`config.mk`:
```
export PLATFORM = sky130hd
export DESIGN_NAME = rtcpin_top
export DESIGN_NICKNAME = d
export VERILOG_FILES = /design/src/rtl/rtcpin_pkg.sv /design/src/rtl/rtcpin_ctrl.sv /design/src/rtl/rtcpin_path.sv /design/src/rtl/rtcpin_top.sv
export SDC_FILE = /design/constraint.sdc
export NUM_CORES = 1
export LEC_CHECK = 0
export CORE_ASPECT_RATIO = 2
export CORE_UTILIZATION = 34
export DETAILED_ROUTE_END_ITERATION = 10
export SYNTH_ARGS = -nofsm -noshare
export SYNTH_HDL_FRONTEND = slang
export SYNTH_SLANG_ARGS = --single-unit
export TNS_END_PERCENT = 50
```
`constraint.sdc`:
```
create_clock -name clk -period 3.3 [get_ports clk]
set_input_delay 0.495 -clock clk [delete_from_list [all_inputs] [get_ports clk]]
set_output_delay 0.495 -clock clk [all_outputs]
set_load 0.02 [all_outputs]
```
`src/rtl/rtcpin_pkg.sv`:
```
package rtcpin_pkg;
  localparam int REG_W      = 8;
  localparam int NUM_ALARMS = 2;

  // Bit positions the pin logic decodes
  localparam int B_OSC_OFF = 7;
  localparam int B_SPARE   = 6;
  localparam int B_BACKUP  = 5;
  localparam int B_RATE_HI = 4;
  localparam int B_RATE_LO = 3;
  localparam int B_INTMODE = 2;

  typedef enum logic [1:0] {
    RATE_SLOW = 2'b00,
    RATE_MID  = 2'b01,
    RATE_FAST = 2'b10,
    RATE_TICK = 2'b11
  } rateSel_t;

  typedef struct packed {
    logic                  oscEn;
    logic                  backupEn;
    rateSel_t              rate;
    logic                  intMode;
    logic [NUM_ALARMS-1:0] alarmEn;
  } ctlStrobe_t;
endpackage

```
`src/rtl/rtcpin_ctrl.sv`:
```
module rtcpin_ctrl
  import rtcpin_pkg::*;
#(
  parameter logic [REG_W-1:0] RESET_VAL = 8'h18
) (
  input  logic             clk,
  input  logic             rstN,
  input  logic             wrEn,
  input  logic [REG_W-1:0] wrData,
  output logic [REG_W-1:0] regQ,
  output ctlStrobe_t       strobe
);
  localparam logic [REG_W-1:0] KEEP_MASK = ~(REG_W'(1) << B_SPARE);

  always_ff @(posedge clk or negedge rstN) begin
    if (!rstN)     regQ <= RESET_VAL & KEEP_MASK;
    else if (wrEn) regQ <= wrData & KEEP_MASK;
  end

  always_comb begin
    strobe.oscEn    = ~regQ[B_OSC_OFF];
    strobe.backupEn = regQ[B_BACKUP];
    strobe.rate     = rateSel_t'(regQ[B_RATE_HI:B_RATE_LO]);
    strobe.intMode  = regQ[B_INTMODE];
    strobe.alarmEn  = regQ[NUM_ALARMS-1:0];
  end
endmodule

```
`src/rtl/rtcpin_path.sv`:
```
module rtcpin_path
  import rtcpin_pkg::*;
#(
  parameter int DIV_W    = 15,
  parameter int TAP_FAST = 1,
  parameter int TAP_MID  = 2
) (
  input  logic                  clk,
  input  logic                  rstN,
  input  logic                  tick32k,
  input  logic [NUM_ALARMS-1:0] alarmFlag,
  input  logic                  onBackup,
  input  ctlStrobe_t            strobe,
  output logic                  pinDrive
);
  localparam int TAP_SLOW = DIV_W - 1;

  logic [DIV_W-1:0]      divQ;
  logic                  tickGated;
  logic                  waveHigh;
  logic [NUM_ALARMS-1:0] alarmHit;
  logic                  wantDrive;
  logic                  pinAllowed;

  assign tickGated = tick32k & strobe.oscEn;

  always_ff @(posedge clk or negedge rstN) begin
    if (!rstN)          divQ <= '0;
    else if (tickGated) divQ <= divQ + 1'b1;
  end

  always_comb begin
    unique case (strobe.rate)
      RATE_SLOW: waveHigh = divQ[TAP_SLOW];
      RATE_MID:  waveHigh = divQ[TAP_MID];
      RATE_FAST: waveHigh = divQ[TAP_FAST];
      default:   waveHigh = tickGated;
    endcase
  end

  for (genvar g = 0; g < NUM_ALARMS; g++) begin : gAlarm
    assign alarmHit[g] = alarmFlag[g] & strobe.alarmEn[g];
  end

  assign pinAllowed = ~onBackup | strobe.backupEn;
  assign wantDrive  = strobe.intMode ? |alarmHit : ~waveHigh;

  always_ff @(posedge clk or negedge rstN) begin
    if (!rstN) pinDrive <= 1'b0;
    else       pinDrive <= wantDrive & pinAllowed;
  end
endmodule

```
`src/rtl/rtcpin_top.sv`:
```
module rtcpin_top
  import rtcpin_pkg::*;
#(
  parameter int               DIV_W     = 15,
  parameter logic [REG_W-1:0] RESET_VAL = 8'h18
) (
  input  logic                  clk,
  input  logic                  rstN,
  input  logic                  tick32k,
  input  logic                  wrEn,
  input  logic [REG_W-1:0]      wrData,
  output logic [REG_W-1:0]      rdData,
  input  logic [NUM_ALARMS-1:0] alarmFlag,
  input  logic                  onBackup,
  output logic                  oscRun,
  output logic                  pinDrive,
  output logic                  pinLevel
);
  ctlStrobe_t strobe;

  rtcpin_ctrl #(.RESET_VAL(RESET_VAL)) u_ctrl (
    .clk(clk), .rstN(rstN), .wrEn(wrEn), .wrData(wrData),
    .regQ(rdData), .strobe(strobe)
  );

  rtcpin_path #(.DIV_W(DIV_W)) u_path (
    .clk(clk), .rstN(rstN), .tick32k(tick32k), .alarmFlag(alarmFlag),
    .onBackup(onBackup), .strobe(strobe), .pinDrive(pinDrive)
  );

  assign oscRun   = strobe.oscEn;
  assign pinLevel = ~pinDrive;
endmodule

```
**Yosys cells after proc, flatten, opt, wreduce, memory -nomap -nowiden**

Index checks and enable logic that the tools add are counted.

- Output and inout bits: 11
- Input bits: 15
- Register bits after elaboration: 23

- Bitwise logic cells: 9
- Equality and inequality tests: 2
- Reductions and logical operators: 2
- Muxes and demuxes: 2
- Add/subtract/negate cells: 1

Operator list:

| kind | number |
|---|---|
| adder 15 x 1 -> 15 bit, second input constant | 1 |
| AND 1 bit | 4 |
| inverter 1 bit | 4 |
| case mux 1 bit (3 select lines) | 1 |
| == test 2 x 1 -> 1 bit, second input constant | 1 |
| == test 2 bit, second input constant | 1 |
| zero test 2 bit | 1 |
| OR reduction 2 bit | 1 |
| 2-to-1 mux 1 bit | 1 |
| bitwise OR 1 bit | 1 |

**Longest topological paths before layout**

Gate-level depths: netlist (run 1).

- Depth in word-level cells: 6
- Gate-level depth with buffers: 5
- Gate-level depth less buffers: 5

**By module**

Synthesis (run 1) repeated with hierarchy kept, for this count alone.

- Cell total of the unflattened synthesis: 90
- Area, all modules: 1127.3 um2

By module, submodules not included:

| module | cells each | instances | area each (um2) | sequential area each (um2) |
|---|---|---|---|---|
| rtcpin_path | 65 | 1 | 769.5 | 400.4 |
| rtcpin_ctrl | 24 | 1 | 354.1 | 177.7 |
| rtcpin_top | 1 | 1 | 3.8 | 0.0 |

**Least setup slack after synthesis (run 1)**

Ideal clock, no wire load.

- Kind: flip-flop to flip-flop
- From: register u_ctrl.regQ[7]
- To: register u_path.divQ[13]
- Slack: 1.929 ns
- Cell stages (with the launch flop): 6
- Required time: 3.221 ns
- Arrival time: 1.292 ns
- Library setup time: 0.079 ns
- Cells stage by stage: dfrtp_1 and2b_1 buf_4 nand4_4 nor3_1 xor2_1

- Longest elaborated chain between the ends: 2

RTL lines:

| element | line | RTL |
|---|---|---|
| from (decl) | rtcpin_ctrl.sv:10 | `output logic [REG_W-1:0] regQ,` |
| from (signal assigned) | rtcpin_ctrl.sv:16 | `if (!rstN) regQ <= RESET_VAL & KEEP_MASK;` |
| from (signal assigned) | rtcpin_ctrl.sv:17 | `else if (wrEn) regQ <= wrData & KEEP_MASK;` |
| inverter 1 bit | rtcpin_ctrl.sv:21 | `strobe.oscEn = ~regQ[B_OSC_OFF];` |
| AND 1 bit | rtcpin_path.sv:25 | `assign tickGated = tick32k & strobe.oscEn;` |
| to (signal assigned) | rtcpin_path.sv:29 | `else if (tickGated) divQ <= divQ + 1'b1;` |
| to (decl) | rtcpin_path.sv:18 | `logic [DIV_W-1:0] divQ;` |

No other way between the ends.
A chain may end at the register's enable or synchronous reset.

**Final worst setup path (run 1)**

- From: register u_ctrl.regQ[4]
- To: output rdData[4]

RTL lines:

| element | line | RTL |
|---|---|---|
| to (decl) | rtcpin_top.sv:12 | `output logic [REG_W-1:0] rdData,` |

No word-level cell between the ends.

==> flow_metrics.py, run 1 <==
metrics = {
    "routing": {
        "drt-pass1-iter-count": 3,
        "ant_nets": 0,
        "drc": 0,
        "vias_per_cell": 5.19,
        "wl_um": 1820,
        "drtIter0Drc": 2,
        "vias": 722,
        "wl_per_cell_um": 13.1,
    },
    "setup_path": {
        "rrSetupSlack_ps": 1690,
        "cp.arrival_ps": 1440,
        "path_cells": "clkdlybuf4s50_1",
        "crit_buf_inv": 1,
        "ff2ff_path_depth": 5,
        "crit_slowest_cell": "clkdlybuf4s50_1",
        "cpPeakStageDelay_ps": 610,
        "start_kind": "register",
        "rr_startpoint": "u_path.divQ[1]",
        "crit_end": "rdData[4]",
        "cp.depth": 1,
        "worst_setup_path_end_kind": "primary output",
        "critPathKind": "register to primary output",
        "crit_start": "u_ctrl.regQ[4]",
        "r2r_end": "u_path.divQ[8]",
        "crit_fanout": 5,
        "path_delay_family": "buffers and inverters",
        "crit_required_ps": 2800,
    },
    "sta": {
        "hold_viol": 0,
        "worst_pin_slew_ps": 993,
        "clock-skew-final_ps": 4.03,
        "maxSlewViolCount": 0,
        "setup_viol": 0,
        "fin_tns_setup_ps": 0,
        "fin_crit_ps": 1940,
        "hold_ws_ps": 478,
        "timing.fmax_mhz": 516,
        "slew_headroom": 0.336,
        "fin_crit_sh": 0.587,
        "rsz0062_at_grt": "false",
    },
    "flow_run": {
        "cap_violations": 0,
    },
    "layout": {
        "area_growth_pct": 27.4,
        "nets": 126,
        "antenna_cells": 0,
        "fin_area_um2": 1370,
        "layout_common_cells": "clkdlybuf4s50_1, dfrtp_1, xnor2_1, nand2_1",
        "layout-drive-gt1-share": 0.147,
        "fillCellCount": 265,
        "fin_util": 0.459,
        "layout_commonest_cell": "clkdlybuf4s50_1",
        "final_cell_count_no_fill": 139,
    },
    "place": {
        "dp_cells": 135,
        "hpwl_um": 1400,
        "place.gp.congestion": 0.680,
        "place_area_um2": 1320,
        "port_buffers": 23,
    },
    "clock_network": {
        "numCtsBuffers": 3,
        "clk_pin_slew_worst_paths_ps": 80,
        "cts_max_path_buffers": 2,
        "h-tree-depth": 1,
        "ctsResizeCount": 0,
        "cts_sinks": 23,
        "cts_setup_buffers": 0,
        "worstSkewPairLatency_ps": 260,
        "cts-root-buf": "clkbuf_8",
        "hold_buffers": 0,
        "cts_tree": "built",
    },
    "synthesis": {
        "synth.net_count": 101,
        "postSynthCellCount": 85,
        "yosysUniqueCellTypes": 29,
        "synth_area_um2": 1070,
        "ys_warn_count": 0,
        "ys_seq_elements": 23,
        "yosysSeqAreaShare": 0.538,
        "syn_area_per_cell_um2": 12.6,
    },
    "floorplanning": {
        "io_pins": 26,
        "die_y_um": 81.5,
        "dieArea_um2": 3400,
        "coreArea_um2": 2980,
        "rows": 28,
        "die_w_um": 41.7,
        "initial_core_util": 0.361,
    },
    "hold_path": {
        "hold_start": "u_path.divQ[13]",
        "hold_path.class": "register to register",
    },
    "global_route": {
        "grt_usage": 0.118,
        "grt_pass1_wl_um": 3110,
        "antenna_found_initial": 0,
        "grt_start_max_net_pins": 24,
        "gr-total-overflow": 0,
        "grt_pass1_vias": 738,
    },
    "power_and_ir_drop": {
        "p_per_area_nw_per_um2": 538,
        "ir_worst_vdd_mv": 0.338,
        "p_leak_uw": 0.000629,
    },
    "run_status": {
        "status": "complete, no violations",
    },
}
[cell usage after synthesis (all sizes together)]
cell type / count / share of area
and2b: 1 / 0.0070
nor4: 1 / 0.020
nand4: 4 / 0.051
nor2b: 1 / 0.0058
ha: 1 / 0.012
clkbuf: 1 / 0.0035
and3: 1 / 0.0058
dfrtp: 21 / 0.49
mux2: 6 / 0.063
buf: 2 / 0.014
dfstp: 2 / 0.049
conb: 1 / 0.0035
xnor2: 8 / 0.065
nand2: 7 / 0.024
inv: 4 / 0.014
xor2: 6 / 0.049
a22oi: 1 / 0.0070
o21ai: 2 / 0.0093
a221oi: 1 / 0.0082
nand3: 2 / 0.0093
nand2b: 1 / 0.0058
a211oi: 2 / 0.014
nand4b: 1 / 0.022
nor3: 2 / 0.0093
and4: 2 / 0.019
nor2: 3 / 0.010
mux2i: 1 / 0.0093
[per-stage QoR]
stage	worst slack (ps)	total power (µW)
after floorplan	1930	501
after global placement	1300	569
after detailed placement	1270	577
after CTS	1350	746
after global routing	1320	782
final	1360	736
[registers in the layout, indices dropped and copies added (netlist names)]
signal	cells
u_ctrl.regQ	7
u_path.divQ	15
u_path.pinDrive	1
[layer usage]
layer	wire (µm)	vias to the layer above	part of all wire	GRT usage
met5	0	-	0	0
met4	27	0	0.015	0.0677
met3	35	2	0.019	0.0132
met2	1050	13	0.58	0.220
met1	707	370	0.39	0.124
li1	-	337	-	-
[where the power goes]
part / switching [µW] / internal (µW)
Clock: 82.3 / 85.9
Combinational: 75.3 / 92.9
Sequential: 68.2 / 332
Total: 226 / 510
[layout make-up]
class | count | area, µm² | share of cell area
sequential | 23 | 578 | 0.423
multi-input combinational | 55 | 462 | 0.338
timing repair buffer | 23 | 230 | 0.168
clock buffer | 4 | 45.0 | 0.0329
tap | 30 | 37.5 | 0.0274
inverter | 4 | 15.0 | 0.0110
[worst min-delay path by stage]
| stage | endpoint | slack, ps | cells after the start |
|---|---|---|---|
| 6_report | u_path.divQ[13] | 480 | 1 |
| 5_1_grt | u_path.divQ[8] | 500 | 1 |
| 4_1_cts | u_path.divQ[13] | 480 | 1 |
| 3_5_place_dp | u_path.divQ[14] | 460 | 1 |
| 3_3_place_gp | u_path.divQ[13] | 460 | 1 |
| 2_1_floorplan | u_ctrl.regQ[0] | 200 | 0 |
[kinds of logic after synthesis]
kind of cell    synth area share
buf+inv                   0.0315
simple gates               0.190
xor+xnor                   0.114
other cells              0.00349
flops                      0.538
fa+ha+maj                 0.0117
mux                       0.0723
compound gates            0.0385
Power figures use the tool's default switching activity.
==> run 2, diff against run 1 <==
==> constraint.sdc (replaced) <==
create_clock -name clk -period 1.9 [get_ports clk]
set_input_delay 0.285 -clock clk [delete_from_list [all_inputs] [get_ports clk]]
set_output_delay 0.285 -clock clk [all_outputs]
set_load 0.02 [all_outputs]
==> run 2 against run 1 <==
Wire length up 1.9%. Via count down 0.42%. Register-to-register slack worse by 1400 ps. Largest cell class unchanged. Largest power group unchanged. Final cell count up 1.4%. Sequential share of layout area down 0.46 points. Clock skew down 2.0 ps. Combinational power up 77%. Highest routed layer unchanged. Worst setup slack worse by 1200 ps.
==> flow_metrics.py, run 2 (synthesis results as in run 1) <==
metrics = {
    "run_status": {
        "status": "complete, no violations",
    },
    "routing": {
        "vias_per_cell": 5.10,
        "vias": 719,
        "wl_um": 1860,
        "ant_nets": 0,
        "drtIter0Drc": 7,
        "drc": 0,
        "drt-pass1-iter-count": 2,
        "wl_per_cell_um": 13.2,
    },
    "setup_path": {
        "crit_required_ps": 1620,
        "crit_slowest_cell": "clkdlybuf4s50_1",
        "cp.arrival_ps": 1460,
        "cpPeakStageDelay_ps": 620,
        "cp.depth": 1,
        "start_kind": "register",
        "path_delay_family": "buffers and inverters",
        "rr_startpoint": "u_path.divQ[1]",
        "path_cells": "clkdlybuf4s50_1",
        "crit_buf_inv": 1,
        "r2r_end": "u_path.divQ[8]",
        "crit_fanout": 5,
        "rrSetupSlack_ps": 310,
        "critPathKind": "register to primary output",
        "worst_setup_path_end_kind": "primary output",
        "ff2ff_path_depth": 5,
    },
    "floorplanning": {
        "rows": 28,
        "die_y_um": 81.5,
        "io_pins": 26,
        "initial_core_util": 0.361,
        "dieArea_um2": 3400,
        "die_w_um": 41.7,
        "coreArea_um2": 2980,
    },
    "global_route": {
        "antenna_found_initial": 0,
        "grt_pass1_vias": 748,
        "grt_start_max_net_pins": 24,
        "grt_pass1_wl_um": 3150,
        "grt_usage": 0.122,
        "gr-total-overflow": 0,
    },
    "sta": {
        "setup_viol": 0,
        "fin_tns_setup_ps": 0,
        "hold_ws_ps": 363,
        "timing.fmax_mhz": 573,
        "rsz0062_at_grt": "false",
        "fin_crit_ps": 1750,
        "clock-skew-final_ps": 2.02,
        "hold_viol": 0,
        "maxSlewViolCount": 0,
        "fin_crit_sh": 0.919,
    },
    "power_and_ir_drop": {
        "p_total_uw": 1290,
        "pwr-share-seq": 0.537,
        "p_per_area_nw_per_um2": 932,
        "power_switching_uw": 398,
        "switching_share": 0.309,
        "ir_worst_vdd_mv": 0.718,
        "power_frac_comb": 0.230,
        "pwr-share-clk": 0.233,
        "p_leak_uw": 0.000639,
        "internal_power_uw": 890,
    },
    "clock_network": {
        "hold_buffers": 0,
        "ctsResizeCount": 0,
        "clk_pin_slew_worst_paths_ps": 80,
        "h-tree-depth": 1,
        "cts_tree": "built",
        "cts_max_path_buffers": 2,
        "worstSkewPairLatency_ps": 260,
        "numCtsBuffers": 3,
        "cts_setup_buffers": 0,
        "cts-root-buf": "clkbuf_8",
        "cts_sinks": 23,
    },
    "layout": {
        "top_register": "u_path.divQ",
        "layout_common_cells": "clkdlybuf4s50_1, dfrtp_1, xnor2_1, nand2_1",
        "antenna_cells": 0,
        "largest_reg_flops": 15,
        "area_growth_pct": 28.8,
        "layout_commonest_cell": "clkdlybuf4s50_1",
        "nets": 128,
        "layout-drive-gt1-share": 0.162,
        "fin_util": 0.464,
        "largest_registers": "u_path.divQ: 15 flops, u_ctrl.regQ: 7 flops, u_path.pinDrive: 1 flops",
    },
    "place": {
        "port_buffers": 23,
        "place.gp.congestion": 0.677,
        "hpwl_um": 1420,
    },
    "hold_path": {
        "hold_path.class": "primary input to asynchronous set/reset pin",
    },
    "flow_run": {
        "cap_violations": 0,
    },
}
## run 2: cell count changes in the layout (fill, tap and decap cells not counted), sizes merged
cell  delta
buf      +2
## run 2: area by class of cell
class,instances,area (µm²)
inverter,4,15.0
multi-input combinational,55,462
fill,269,1600
sequential,23,578
clock buffer,4,45.0
tap,30,37.5
timing repair buffer,25,245
## run 2: stage by stage
step           setup WS (ps)  instances  instance area, µm²
2_1_floorplan            529         85                1070
3_3_place_gp             228        137                1340
3_5_place_dp             221        137                1340
4_1_cts                  151        141                1380
5_1_grt                  126        141                1380
6_report                 153        141                1380
## run 2: worst max path at each step
| stage | from | end | slack, ps |
|---|---|---|---|
| CTS | u_ctrl.regQ[4] | rdData[4] | 150 |
| global route | u_ctrl.regQ[4] | rdData[4] | 130 |
| floorplan | u_ctrl.regQ[7] | u_path.divQ[13] | 530 |
| global placement | tick32k | u_path.divQ[13] | 230 |
| finish | u_ctrl.regQ[4] | rdData[4] | 150 |
| detailed placement | tick32k | u_path.divQ[13] | 220 |
## run 2: power by group through the flow
stage / Sequential, µW / Clock (µW) / Combinational, µW
3_3_place_gp: 699 / 0 / 294
4_1_cts: 693 / 315 / 305
2_1_floorplan: 701 / 0 / 168
3_5_place_dp: 701 / 0 / 305
5_1_grt: 707 / 326 / 329
6_report: 692 / 300 / 297
## run 2: layer usage
metal	share of wire	GRT usage	up-vias
li1	-	-	343
met1	0.38	0.125	357
met2	0.58	0.228	15
met3	0.017	0.00879	4
met4	0.028	0.0871	0
met5	0	0	-
